===== config.mk =====
export PLATFORM = sky130hd
export DESIGN_NAME = field_parity_detector
export DESIGN_NICKNAME = d
export VERILOG_FILES = /design/src/rtl/oefd_pkg.sv /design/src/rtl/oefd_ctrl.sv /design/src/rtl/oefd_field_path.sv /design/src/rtl/field_parity_detector.sv
export SDC_FILE = /design/constraint.sdc
export NUM_CORES = 1
export LEC_CHECK = 0
export BUFFER_PORTS_ARGS = -buffer_cell sky130_fd_sc_hd__buf_4
export CORE_ASPECT_RATIO = 0.7
export CORE_MARGIN = 1.5
export CORE_UTILIZATION = 50
export CTS_CLUSTER_SIZE = 40
export DETAILED_ROUTE_END_ITERATION = 8
export PLACE_DENSITY = 0.69
export SLEW_MARGIN = 0
export SYNTH_ARGS = -nofsm -noshare
export SYNTH_HDL_FRONTEND = slang
export SYNTH_SLANG_ARGS = --single-unit

===== constraint.sdc =====
create_clock -name clk -period 11.8 [get_ports clk]
set_clock_uncertainty 0.15 [all_clocks]
set_input_delay 1.18 -clock clk [delete_from_list [all_inputs] [get_ports clk]]
set_output_delay 1.18 -clock clk [all_outputs]
set_load 0.05 [all_outputs]

===== src/rtl/oefd_pkg.sv =====
package oefd_pkg;
  // Strobes from control to the field datapath, valid in the current cycle
  typedef struct packed {
    logic lineStart;   // accepted horizontal sync edge: restart line phase
    logic fieldStart;  // valid vertical start: evaluate parity
    logic firstField;  // first valid vertical start since reset
  } oefdStrobe_t;
endpackage


===== src/rtl/oefd_ctrl.sv =====
module oefd_ctrl
  import oefd_pkg::*;
#(
  parameter int LINE_W = 8
) (
  input  logic              clk,
  input  logic              rstN,
  input  logic              csyncN,
  input  logic              vStart,
  input  logic [LINE_W-1:0] linePeriod,
  input  logic [LINE_W-1:0] phase,
  output oefdStrobe_t       strb
);
  logic              csyncQ;
  logic              lockedQ;
  logic              seenFieldQ;
  logic              syncFall;
  logic              inWindow;
  logic [LINE_W-1:0] tol;

  always_comb begin
    tol      = linePeriod >> 2;
    syncFall = csyncQ & ~csyncN;
    inWindow = (phase < tol) || (phase >= (linePeriod - tol));
    strb.lineStart  = syncFall & (~lockedQ | inWindow);
    strb.fieldStart = vStart & (lockedQ | strb.lineStart);
    strb.firstField = strb.fieldStart & ~seenFieldQ;
  end

  always_ff @(posedge clk) begin
    if (!rstN) begin
      csyncQ     <= 1'b1;
      lockedQ    <= 1'b0;
      seenFieldQ <= 1'b0;
    end else begin
      csyncQ <= csyncN;
      if (strb.lineStart)  lockedQ    <= 1'b1;
      if (strb.fieldStart) seenFieldQ <= 1'b1;
    end
  end

  // lock comes only from a sync falling edge
  a_r2_lock_needs_edge: assert property (@(posedge clk) disable iff (!rstN)
    !lockedQ |=> (lockedQ == $past(syncFall)));

  // the first-field strobe occurs at most once per reset
  a_r5_single_first_field: assert property (@(posedge clk) disable iff (!rstN)
    strb.firstField |=> !strb.firstField && seenFieldQ);
endmodule


===== src/rtl/oefd_field_path.sv =====
module oefd_field_path
  import oefd_pkg::*;
#(
  parameter int LINE_W = 8
) (
  input  logic              clk,
  input  logic              rstN,
  input  oefdStrobe_t       strb,
  input  logic [LINE_W-1:0] linePeriod,
  output logic [LINE_W-1:0] phase,
  output logic              oddEven,
  output logic              interlaced
);
  logic [LINE_W-1:0] phaseQ;
  logic [LINE_W-1:0] phaseNow;
  logic [LINE_W-1:0] phaseNext;
  logic [LINE_W-1:0] halfLine;
  logic              fieldParity;
  logic              lastParityQ;
  logic              oddEvenQ;
  logic              interlacedQ;

  always_comb begin
    phaseNow    = strb.lineStart ? '0 : phaseQ;
    phaseNext   = (phaseNow >= (linePeriod - LINE_W'(1))) ? '0 : (phaseNow + LINE_W'(1));
    halfLine    = linePeriod >> 1;
    fieldParity = (phaseNow < halfLine);
  end

  always_ff @(posedge clk) begin
    if (!rstN) begin
      phaseQ      <= '0;
      lastParityQ <= 1'b0;
      oddEvenQ    <= 1'b0;
      interlacedQ <= 1'b0;
    end else begin
      phaseQ <= phaseNext;
      if (strb.fieldStart) begin
        lastParityQ <= fieldParity;
        if (strb.firstField) begin
          oddEvenQ    <= fieldParity;
          interlacedQ <= 1'b0;
        end else if (fieldParity != lastParityQ) begin
          oddEvenQ    <= fieldParity;
          interlacedQ <= 1'b1;
        end else begin
          interlacedQ <= 1'b0;
        end
      end
    end
  end

  assign phase      = phaseQ;
  assign oddEven    = oddEvenQ;
  assign interlaced = interlacedQ;

  // parity output moves only after a valid vertical start
  a_r8_parity_only_at_field: assert property (@(posedge clk) disable iff (!rstN)
    !strb.fieldStart |=> $stable(oddEvenQ));

  // interlace flag moves only after a valid vertical start
  a_r8_flag_only_at_field: assert property (@(posedge clk) disable iff (!rstN)
    !strb.fieldStart |=> $stable(interlacedQ));

  // first field never reports interlace
  a_r5_first_not_interlaced: assert property (@(posedge clk) disable iff (!rstN)
    strb.firstField |=> !interlacedQ);

  // an accepted line start restarts the phase
  a_r3_line_restarts_phase: assert property (@(posedge clk) disable iff (!rstN)
    strb.lineStart && (linePeriod > LINE_W'(1)) |=> (phaseQ == LINE_W'(1)));

  // phase stays inside the line while the period is steady
  a_r9_phase_in_range: assert property (@(posedge clk) disable iff (!rstN)
    $stable(linePeriod) && (linePeriod != '0) |=> (phaseQ < linePeriod));
endmodule


===== src/rtl/field_parity_detector.sv =====
module field_parity_detector
  import oefd_pkg::*;
#(
  parameter int LINE_W = 8
) (
  input  logic              clk,
  input  logic              rstN,
  input  logic              csyncN,
  input  logic              vStart,
  input  logic [LINE_W-1:0] linePeriod,
  output logic              oddEven,
  output logic              interlaced
);
  oefdStrobe_t       strb;
  logic [LINE_W-1:0] phase;

  oefd_ctrl #(.LINE_W(LINE_W)) uCtrl (
    .clk        (clk),
    .rstN       (rstN),
    .csyncN     (csyncN),
    .vStart     (vStart),
    .linePeriod (linePeriod),
    .phase      (phase),
    .strb       (strb)
  );

  oefd_field_path #(.LINE_W(LINE_W)) uPath (
    .clk        (clk),
    .rstN       (rstN),
    .strb       (strb),
    .linePeriod (linePeriod),
    .phase      (phase),
    .oddEven    (oddEven),
    .interlaced (interlaced)
  );
endmodule


## After elaboration in Yosys (flattened, before gate mapping)

Cells that the tools add are included.

- Bits in registers: 14
- Bits in latches: 0
- Bits in writable memories: 0
- Memory bits (read-only): 0
- Bits of input ports: 12
- Memories: 0

- Add/subtract/negate cells: 3
- $mul: 0
- Div/mod/pow operators: 0
- Order comparisons: 4
- Equality and inequality tests: 1
- Shifts and indexed selects: 0
- Multiplexer cells: 5
- Bitwise operators: 10
- Reductions and logical operators: 4

Operators with widths:

| kind | count |
|---|---|
| $ge A8 B8 Y1 | 2 |
| $add A8 B1 Y8 const B | 1 |
| $lt A8 B6 Y1 | 1 |
| $lt A8 B7 Y1 | 1 |
| $mux W8 | 1 |
| $sub A8 B1 Y8 const B | 1 |
| $sub A8 B6 Y8 | 1 |
| $and A1 B1 Y1 | 4 |
| $mux W1 | 4 |
| $not A1 Y1 | 4 |
| $or A1 B1 Y1 | 2 |
| $reduce_and A2 Y1 | 1 |
| $reduce_bool A2 Y1 | 1 |
| $reduce_or A2 Y1 | 1 |
| $logic_or A1 B1 Y1 | 1 |
| $ne A1 B1 Y1 | 1 |

## Depth between registers and ports, before layout

Gate-level depths: netlist of the first run.

- Depth in word-level cells: 10
- Mapped depth: 24

## Modules after synthesis

From an unflattened synthesis of the first run, not the netlist that was laid out.

- Cells, all modules: 200
- Area total of the unflattened synthesis: 1,689.1 µm²

By module, submodules not included:

| module | times used | cells each | area each (µm²) | seq. area each (µm²) |
|---|---|---|---|---|
| oefd_field_path | 1 | 114 | 1,011.0 | 220.2 |
| oefd_ctrl | 1 | 86 | 678.2 | 60.1 |

## Least setup slack after synthesis of the first run

Ideal clock, no wire load.

- Path type: in2reg
- Start: in linePeriod[3]
- End: reg uPath.oddEvenQ, in the netlist uPath.oddEven
- Library setup time: 0.115 ns
- Arrival time: 4.851 ns
- Path slack: 6.685 ns
- Cell stages on the path: 21
- Cells stage by stage: inv_1 > ha_1 > a21oi_1 > o21ai_0 > a21oi_1 > o21bai_1 > a211oi_1 > xnor2_1 > ha_1 > nand2_1 > a311oi_1 > a211oi_2 > and3_2 > ha_1 > nand3_1 > or2_2 > o221ai_1 > a311oi_2 > o21ai_0 > o21ai_0 > o21a_1

- Word-level cells in the longest chain between the ends: 10

Ends and longest elaborated chain:

| what | line | source |
|---|---|---|
| start: declaration | field_parity_detector.sv:10 | `input logic [LINE_W-1:0] linePeriod,` |
| $sub A8 B6 Y8 | oefd_ctrl.sv:24 | `inWindow = (phase < tol) \|\| (phase >= (linePeriod - tol));` |
| $ge A8 B8 Y1 | oefd_ctrl.sv:24 |  |
| $logic_or A1 B1 Y1 | oefd_ctrl.sv:24 |  |
| $or A1 B1 Y1 | oefd_ctrl.sv:25 | `strb.lineStart = syncFall & (~lockedQ \| inWindow);` |
| $and A1 B1 Y1 | oefd_ctrl.sv:25 |  |
| $mux W8 or $or A1 B1 Y1 (tied branches) | oefd_field_path.sv:24, oefd_ctrl.sv:26 |  |
| $lt A8 B7 Y1 or $and A1 B1 Y1 (tied branches) | oefd_field_path.sv:27, oefd_ctrl.sv:26 |  |
| $ne A1 B1 Y1 or $and A1 B1 Y1 (tied branches) | oefd_field_path.sv:43, oefd_ctrl.sv:27 |  |
| $reduce_bool A2 Y1 (no line) | -- |  |
| $reduce_and A2 Y1 (no line) | -- |  |
| end signal: assignment | oefd_field_path.sv:41 | `oddEvenQ <= fieldParity;` |
| end signal: assignment | oefd_field_path.sv:44 | `oddEvenQ <= fieldParity;` |
| end: declaration | oefd_field_path.sv:20 | `logic oddEvenQ;` |

Parallel ways exist; a longest one is shown, timed or not. The select of a mux whose other input is x is not followed.
A chain may end at the register's enable or synchronous reset.

## Worst setup path in the final report of the first run

- Start: in linePeriod[3]
- End: reg uPath.phaseQ[6], in the netlist uPath.phase[6]

- Word-level cells in the longest chain between the ends: 8

Ends and longest elaborated chain:

| what | line | source |
|---|---|---|
| $sub A8 B6 Y8 | oefd_ctrl.sv:24 |  |
| $ge A8 B8 Y1 | oefd_ctrl.sv:24 |  |
| $logic_or A1 B1 Y1 | oefd_ctrl.sv:24 |  |
| $or A1 B1 Y1 | oefd_ctrl.sv:25 |  |
| $and A1 B1 Y1 | oefd_ctrl.sv:25 |  |
| $mux W8 | oefd_field_path.sv:24 | `phaseNow = strb.lineStart ? '0 : phaseQ;` |
| $ge A8 B8 Y1 | oefd_field_path.sv:25 | `phaseNext = (phaseNow >= (linePeriod - LINE_W'(1))) ? '0 : (phaseNow + LINE_W'(1));` |
| $reduce_or A2 Y1 (no line) | -- |  |
| end signal: assignment | oefd_field_path.sv:37 | `phaseQ <= phaseNext;` |
| end: declaration | oefd_field_path.sv:14 | `logic [LINE_W-1:0] phaseQ;` |

Parallel ways exist; a longest one is shown, timed or not.

==> out/metrics.cfg, run 1 <==
[outcome]
outcome=complete, no violations

[cells_and_area]
layoutNonFillerInstCount=243
synthToLayoutAreaGrowth_pct=12.43
layout_commonest_cell=sky130_fd_sc_hd__ha_1
most-common-layout-cells=35 x sky130_fd_sc_hd__ha_1, 23 x sky130_fd_sc_hd__inv_1, 14 x sky130_fd_sc_hd__xnor2_1, 14 x sky130_fd_sc_hd__dfxtp_1
final_layout_size_suffix_gt1_share_pct=15.46
final_core_util_pct=61.59
layout.nets=256
antenna_cells=0

[routing]
detail_route.wirelength_um=3398
viasPerCell=5.535
drt_pre_antenna_iters=4
postRouteAntennaNets=0
post-route-drc-count=0
detailroute.via_count=1345
detail_route.iter0.violations=87
route.detailed.wl_per_inst_um=13.98

[cts]
holdBufCountCts=0
maximum_level_of_the_cts_h_tree=1
root_buffer=sky130_fd_sc_hd__clkbuf_8
post_cts.resized_instances=0
clk-insertion-delay-late_ps=240
clk_path_buf_depth=2
cts_tree=yes
post-cts-setup-buffers=0
clkTransAtPathRegs_ps=60
clkSinkCount=14
tritoncts_buffer_count=3

[synthesis]
synthesis.area_per_instance_um2=8.370
netlist-cell-type-count=39
ys_seq_area_share_pct=17.62
synth.ff_latch_count=14
syn-num-nets=238
synth.yosys.warnings=0
area_share_of_the_largest_cell_type_after_synthesis_pct=27.54
postSynthCellCount=190
post_synthesis_cell_type_with_the_largest_combined_area=sky130_fd_sc_hd__ha_1
synth.cell_area_um2=1590
synth.top_cells.by_area=sky130_fd_sc_hd__ha_1 28%, sky130_fd_sc_hd__dfxtp_1 18%, sky130_fd_sc_hd__xnor2_1 7.7%, sky130_fd_sc_hd__inv_1 5.4%, sky130_fd_sc_hd__a21oi_1 4.1%

[setup_path]
required_ps=11750
timing.setup.critical_path_class=in2reg
cp_top_family=compound AO/OA/AOI/OAI gates
critical_path.most_common_cell=sky130_fd_sc_hd__a21oi_1
crit_path_cell_trace=buf_4, inv_1, ha_1, a21oi_1, o21ai_0, a21oi_1, o21bai_1, a211oi_1, xnor2_1, ha_1, nand4b_1, nor2_1, a211oi_2, and2_2, nand2_1, ha_1, nand2b_1, a21oi_1, nor2b_1, o21ai_0, a21o_1, a21oi_1, nor3b_1
crit_fanout=9
endpoint_kind=flip-flop
critical-path-slowest-cell=sky130_fd_sc_hd__a211oi_2
cpPeakStageDelay_ps=540
worstPathArrival_ps=5600
type_of_origin_of_the_critical_path=input pin
worstPathBufferInverterCount=2

[placement]
io_buffers=13
place.detailed.hpwl_um=2841
gp_routability_congestion=0.8975
post-place-ws_ps=5957
place.detailed.instances=239

[power_and_ir_drop]
clkPwrFrac_pct=30.1
power_report.internal_total_mw=0.1032
power.static_leakage_nw=0.8701
power_per_cell_area_nw_per_um2=86.10
comb_power_share_pct=34.2
portion_of_total_power_attributed_to_sequential_cells_pct=35.6
switching_share_pct=32.95
power.switching_mw=0.05073
vdd_drop_max_v=0.00005050
post-layout-total-power_mw=0.1540

[timing]
finalSetupViolations=0
grt_setup_unrepaired=no
min_period_over_period_pct=47.84
fmax_mhz=177.1
setup_ws_ps=6155
slew_headroom_pct=53.62
layout_min_cycle_time_ps=5645
hold_viol_final=0
worst_slew_pin_slew_ps=695.7
maxSlewViolCount=0
finalSetupTns_ps=0

[floorplan]
initial_core_util_pct=54.78
horizontal_extent_of_the_die_um=70.41
die_y_um=50.19
core_area_um2=2903
fp-row-count=16
top_level_ports=14
floorplan.die_area_um2=3533

[flow_run]
maxCapViolations=0

[grt]
global_route.usage.met1_pct=35.47
globalRouteMet2Util_pct=31.45
number_of_global_route_vias_before_repair=1313
maximum_number_of_pins_on_one_net_before_global_route_repair=10
grt_busiest_layer=met1
globalRouteOverflowTotal=0
grt_antenna_before_repair=0
grt.met3_usage_pct=3.012
global_route_wire_length_before_repair_um=6334
groute.usage.overall_pct=22.45

[min_path]
hp-class=reg2reg

worst paths after layout:
| path | start | slack (ps) | end | cells past startpoint |
|---|---|---|---|---|
| max | linePeriod[3] | 6150 | uPath.phase[6] | 23 |
| min | uPath.interlaced | 340 | uPath.interlaced | 2 |
| max reg2reg | uPath.phase[2] | 7970 | uPath.phase[6] | 14 |
| min reg2reg | uPath.interlaced | 340 | uPath.interlaced | 2 |
cell type report:
cell class | count | area (µm²)
tap | 36 | 45.04
clock buffer | 4 | 55.05
fill | 248 | 1115
inverter | 23 | 86.33
sequential | 14 | 280.3
multi-input combinational | 153 | 1224
timing repair buffer | 13 | 97.59
metal layers:
metal / share of wire [%] / up-vias
met3: 4.3 / 3
li1: - / 710
met1: 55 / 610
met5: 0 / -
met2: 40 / 22
met4: 0.74 / 0
through the flow:
stage,hold slack [ps],cell area [µm²]
6_report,335.2,1788
3_3_place_gp,319.0,1733
2_1_floorplan,306.2,1590
4_1_cts,339.7,1788
5_1_grt,366.2,1788
3_5_place_dp,330.9,1733
tightest hold or removal path, delay by kind of cell, from the launching register on:
family,cells,cell delay [ps]
flip-flops,1,310
AO/OA/AOI/OAI,1,60
AND/OR/NAND/NOR,1,80
power by group through the flow:
stage | Combinational [mW] | Clock [mW] | Sequential (mW)
floorplan | 0.0361 | 0 | 0.0564
global route | 0.0612 | 0.0496 | 0.0556
finish | 0.0527 | 0.0464 | 0.0548
global placement | 0.0504 | 0 | 0.0558
CTS | 0.0528 | 0.0477 | 0.0547
detailed placement | 0.0522 | 0 | 0.0558
state kept, by name, summed over array words and instances (netlist names):
| signal | count |
|---|---|
| uPath.phase | 8 |
| uPath.oddEven | 1 |
| uPath.lastParityQ | 1 |
| uCtrl.lockedQ | 1 |
| uCtrl.seenFieldQ | 1 |
| uPath.interlaced | 1 |
| uCtrl.csyncQ | 1 |
logic make-up after synthesis:
kind of cell / after synthesis / share of synthesized area [%]
DFF: 14 / 17.62
adders and majority gates: 36 / 28.80
xor gates and xnor gates: 19 / 10.46
AOI/OAI and AO/OA: 40 / 17.78
buffers and inverters: 23 / 5.429
and+or+nand+nor: 58 / 19.91
Yosys cell counts:
library cell,number
sky130_fd_sc_hd__ha_1,35
sky130_fd_sc_hd__inv_1,23
sky130_fd_sc_hd__dfxtp_1,14
sky130_fd_sc_hd__xnor2_1,14
sky130_fd_sc_hd__a21oi_1,13
sky130_fd_sc_hd__nand2_1,11
sky130_fd_sc_hd__nand3_1,9
sky130_fd_sc_hd__nor2_1,9
sky130_fd_sc_hd__and3_2,6
sky130_fd_sc_hd__o21ai_0,6
sky130_fd_sc_hd__xor2_1,5
sky130_fd_sc_hd__nand2b_1,4
sky130_fd_sc_hd__nor3b_1,4
sky130_fd_sc_hd__a21boi_0,3
sky130_fd_sc_hd__a21o_1,3
sky130_fd_sc_hd__nor2b_1,3
sky130_fd_sc_hd__nor3_1,3
sky130_fd_sc_hd__a211oi_1,2
sky130_fd_sc_hd__o21bai_1,2
sky130_fd_sc_hd__or2_2,2
sky130_fd_sc_hd__a2111oi_2,1
sky130_fd_sc_hd__a211oi_2,1
sky130_fd_sc_hd__a311oi_1,1
sky130_fd_sc_hd__a311oi_2,1
sky130_fd_sc_hd__a31o_2,1
sky130_fd_sc_hd__a41o_2,1
sky130_fd_sc_hd__and2_1,1
sky130_fd_sc_hd__and2_2,1
sky130_fd_sc_hd__and3_1,1
sky130_fd_sc_hd__fa_1,1
sky130_fd_sc_hd__nand4_1,1
sky130_fd_sc_hd__nand4b_1,1
sky130_fd_sc_hd__nor4_1,1
sky130_fd_sc_hd__nor4b_1,1
sky130_fd_sc_hd__o211ai_1,1
sky130_fd_sc_hd__o21a_1,1
sky130_fd_sc_hd__o21ai_1,1
sky130_fd_sc_hd__o221ai_1,1
sky130_fd_sc_hd__o31ai_2,1
(Power assumes the default switching activity.)
==> run 2, diff against run 1 <==
Clock period 11.8 ns to 5.3 ns, I/O delays scaled along.
==> out/metrics.cfg, run 2 (same netlist as run 1, synthesis figures left out) <==
[power_and_ir_drop]
clkPwrFrac_pct=30.4  ; +0.3 points
power.static_leakage_nw=0.8772  ; +0.82%
power_per_cell_area_nw_per_um2=193.9  ; +130%
power_report.internal_total_mw=0.2311  ; +120%
comb_power_share_pct=34.3  ; about the same
switching_share_pct=33.91  ; +0.96 points
post-layout-total-power_mw=0.3497  ; +130%
power.switching_mw=0.1186  ; +130%
portion_of_total_power_attributed_to_sequential_cells_pct=35.3  ; -0.3 points
vdd_drop_max_v=0.0001443  ; +190%

[timing]
fmax_mhz=206.7
layout_min_cycle_time_ps=4839
min_period_over_period_pct=91.30
hold_viol_final=0  ; unchanged
maxSlewViolCount=0  ; unchanged
worst_slew_pin_slew_ps=662.6  ; -33.14 ps
slew_headroom_pct=55.74  ; +2.1 points
grt_setup_unrepaired=no
finalSetupViolations=0  ; unchanged
finalSetupTns_ps=0  ; unchanged

[cts]
clkSinkCount=14  ; unchanged
holdBufCountCts=0  ; unchanged
maximum_level_of_the_cts_h_tree=1  ; unchanged
clk-insertion-delay-late_ps=250  ; about the same
root_buffer=sky130_fd_sc_hd__clkbuf_8
clk_path_buf_depth=2  ; unchanged
tritoncts_buffer_count=3  ; unchanged
clkTransAtPathRegs_ps=60  ; about the same
cts_tree=yes
post-cts-setup-buffers=0  ; unchanged

[routing]
postRouteAntennaNets=0  ; unchanged
detailroute.via_count=1372  ; +2.0%
detail_route.iter0.violations=59  ; -32%
drt_pre_antenna_iters=4  ; unchanged
post-route-drc-count=0  ; unchanged
viasPerCell=5.623  ; +1.6%
detail_route.wirelength_um=3588  ; +5.6%
route.detailed.wl_per_inst_um=14.70  ; +5.2%

[floorplan]
floorplan.die_area_um2=3533  ; unchanged
die_y_um=50.19  ; unchanged
horizontal_extent_of_the_die_um=70.41  ; unchanged
fp-row-count=16  ; unchanged
initial_core_util_pct=54.78  ; unchanged
core_area_um2=2903  ; unchanged
top_level_ports=14  ; unchanged

[grt]
maximum_number_of_pins_on_one_net_before_global_route_repair=10  ; unchanged
number_of_global_route_vias_before_repair=1342  ; +2.2%
globalRouteOverflowTotal=0  ; unchanged
groute.usage.overall_pct=22.43  ; about the same
grt_antenna_before_repair=0  ; unchanged
global_route_wire_length_before_repair_um=6196  ; -2.2%

[setup_path]
worstPathArrival_ps=4890  ; -710 ps
type_of_origin_of_the_critical_path=input pin
required_ps=5350  ; -6400 ps
crit_fanout=9  ; unchanged
endpoint_kind=flip-flop
timing.setup.critical_path_class=in2reg

[placement]
place.detailed.hpwl_um=2910  ; +2.4%
detailed_place.area_um2=1740  ; +0.43%
gp_routability_congestion=0.8763  ; -2.4%
io_buffers=13  ; unchanged

[cells_and_area]
finish.instance_area_um2=1803  ; +0.84%
layout.filler_cells=261  ; +5.2%
layout.nets=257  ; +0.39%
antenna_cells=0  ; unchanged
layout_commonest_cell=sky130_fd_sc_hd__ha_1
final_layout_size_suffix_gt1_share_pct=15.87  ; +0.41 points
most-common-layout-cells=35 x sky130_fd_sc_hd__ha_1, 23 x sky130_fd_sc_hd__inv_1, 14 x sky130_fd_sc_hd__xnor2_1, 14 x sky130_fd_sc_hd__buf_4, 14 x sky130_fd_sc_hd__dfxtp_1
synthToLayoutAreaGrowth_pct=13.38
largest_register_ff_count=8  ; unchanged

[outcome]
outcome=complete, no violations

[min_path]
hp-class=reg2reg

[flow_run]
maxCapViolations=0  ; unchanged

## run 2: changes by cell type in the layout (fill, tap and decap cells not counted)
| cell | change |
|---|---|
| sky130_fd_sc_hd__a211oi_2 | -1 |
| sky130_fd_sc_hd__buf_4 | +1 |
| sky130_fd_sc_hd__a211oi_4 | +1 |
## run 2: area by class of cell
type / instances / area [µm²] / area share [%]
repair buffers: 14 / 105.1 / 5.829
clock buffers: 4 / 55.05 / 3.053
inverters: 23 / 86.33 / 4.788
flip-flops and latches: 14 / 280.3 / 15.54
well taps: 36 / 45.04 / 2.498
multi-input cells: 153 / 1231 / 68.29
## run 2: path summary, 6_finish.rpt
kind / start / end / slack, ps / depth (start not counted)
worst max register to register: uPath.phase[0] / uPath.oddEven / 1660 / 14
worst min register to register: uPath.interlaced / uPath.interlaced / 330 / 2
worst min-delay path: uPath.interlaced / uPath.interlaced / 330 / 2
worst max-delay path: linePeriod[0] / uPath.oddEven / 460 / 24
## run 2: per-layer routing
metal,GRT usage [%],wire [µm],vias to the layer above
li1,-,-,710
met1,31.70,1892,641
met2,36.01,1549,17
met3,4.217,124,4
met4,4.167,22,0
met5,0,0,-
## run 2: timing repair
| item | 4_1_cts | 5_1_grt |
|---|---|---|
| resized for setup | 0 | 1 |
| endpoints found under the setup margin | 0 | 5 |
| endpoints found under the hold margin | 0 | 0 |
## run 2: worst max-delay path, cell delays in order
cell and delay [ps]:
sky130_fd_sc_hd__buf_4 110, sky130_fd_sc_hd__inv_1 110, sky130_fd_sc_hd__ha_1 160, sky130_fd_sc_hd__inv_1 60, sky130_fd_sc_hd__fa_1 410, sky130_fd_sc_hd__nand2_1 80
sky130_fd_sc_hd__nand2_1 50, sky130_fd_sc_hd__a21oi_1 230, sky130_fd_sc_hd__o21bai_1 100, sky130_fd_sc_hd__a21oi_1 190, sky130_fd_sc_hd__xnor2_1 140, sky130_fd_sc_hd__ha_1 170
sky130_fd_sc_hd__nand2_1 50, sky130_fd_sc_hd__a311oi_1 530, sky130_fd_sc_hd__a211oi_4 130, sky130_fd_sc_hd__and3_2 290, sky130_fd_sc_hd__ha_1 300, sky130_fd_sc_hd__a21o_1 170
sky130_fd_sc_hd__a21oi_1 150, sky130_fd_sc_hd__o221ai_1 140, sky130_fd_sc_hd__a311oi_2 360, sky130_fd_sc_hd__nand2b_1 140, sky130_fd_sc_hd__o21ai_0 170, sky130_fd_sc_hd__o21a_1 120
## run 2: per-stage QoR
step	util [%]	hold slack (ps)	cells	setup slack, ps
after CTS	61.85	336.5	244	379.6
final	62.11	332.1	244	461.3
after global placement	59.96	321.8	240	282.5
after floorplan	-	306.2	190	834.6
after detailed placement	59.96	326.5	240	128.8
after global routing	62.11	364.6	244	29.97
## run 2: power groups by stage
stage / sequential (mW) / combinational [mW] / clock, mW
6_report: 0.123 / 0.120 / 0.106
5_1_grt: 0.124 / 0.138 / 0.112
4_1_cts: 0.123 / 0.119 / 0.107
3_5_place_dp: 0.125 / 0.118 / 0
3_3_place_gp: 0.124 / 0.114 / 0
2_1_floorplan: 0.126 / 0.0803 / 0
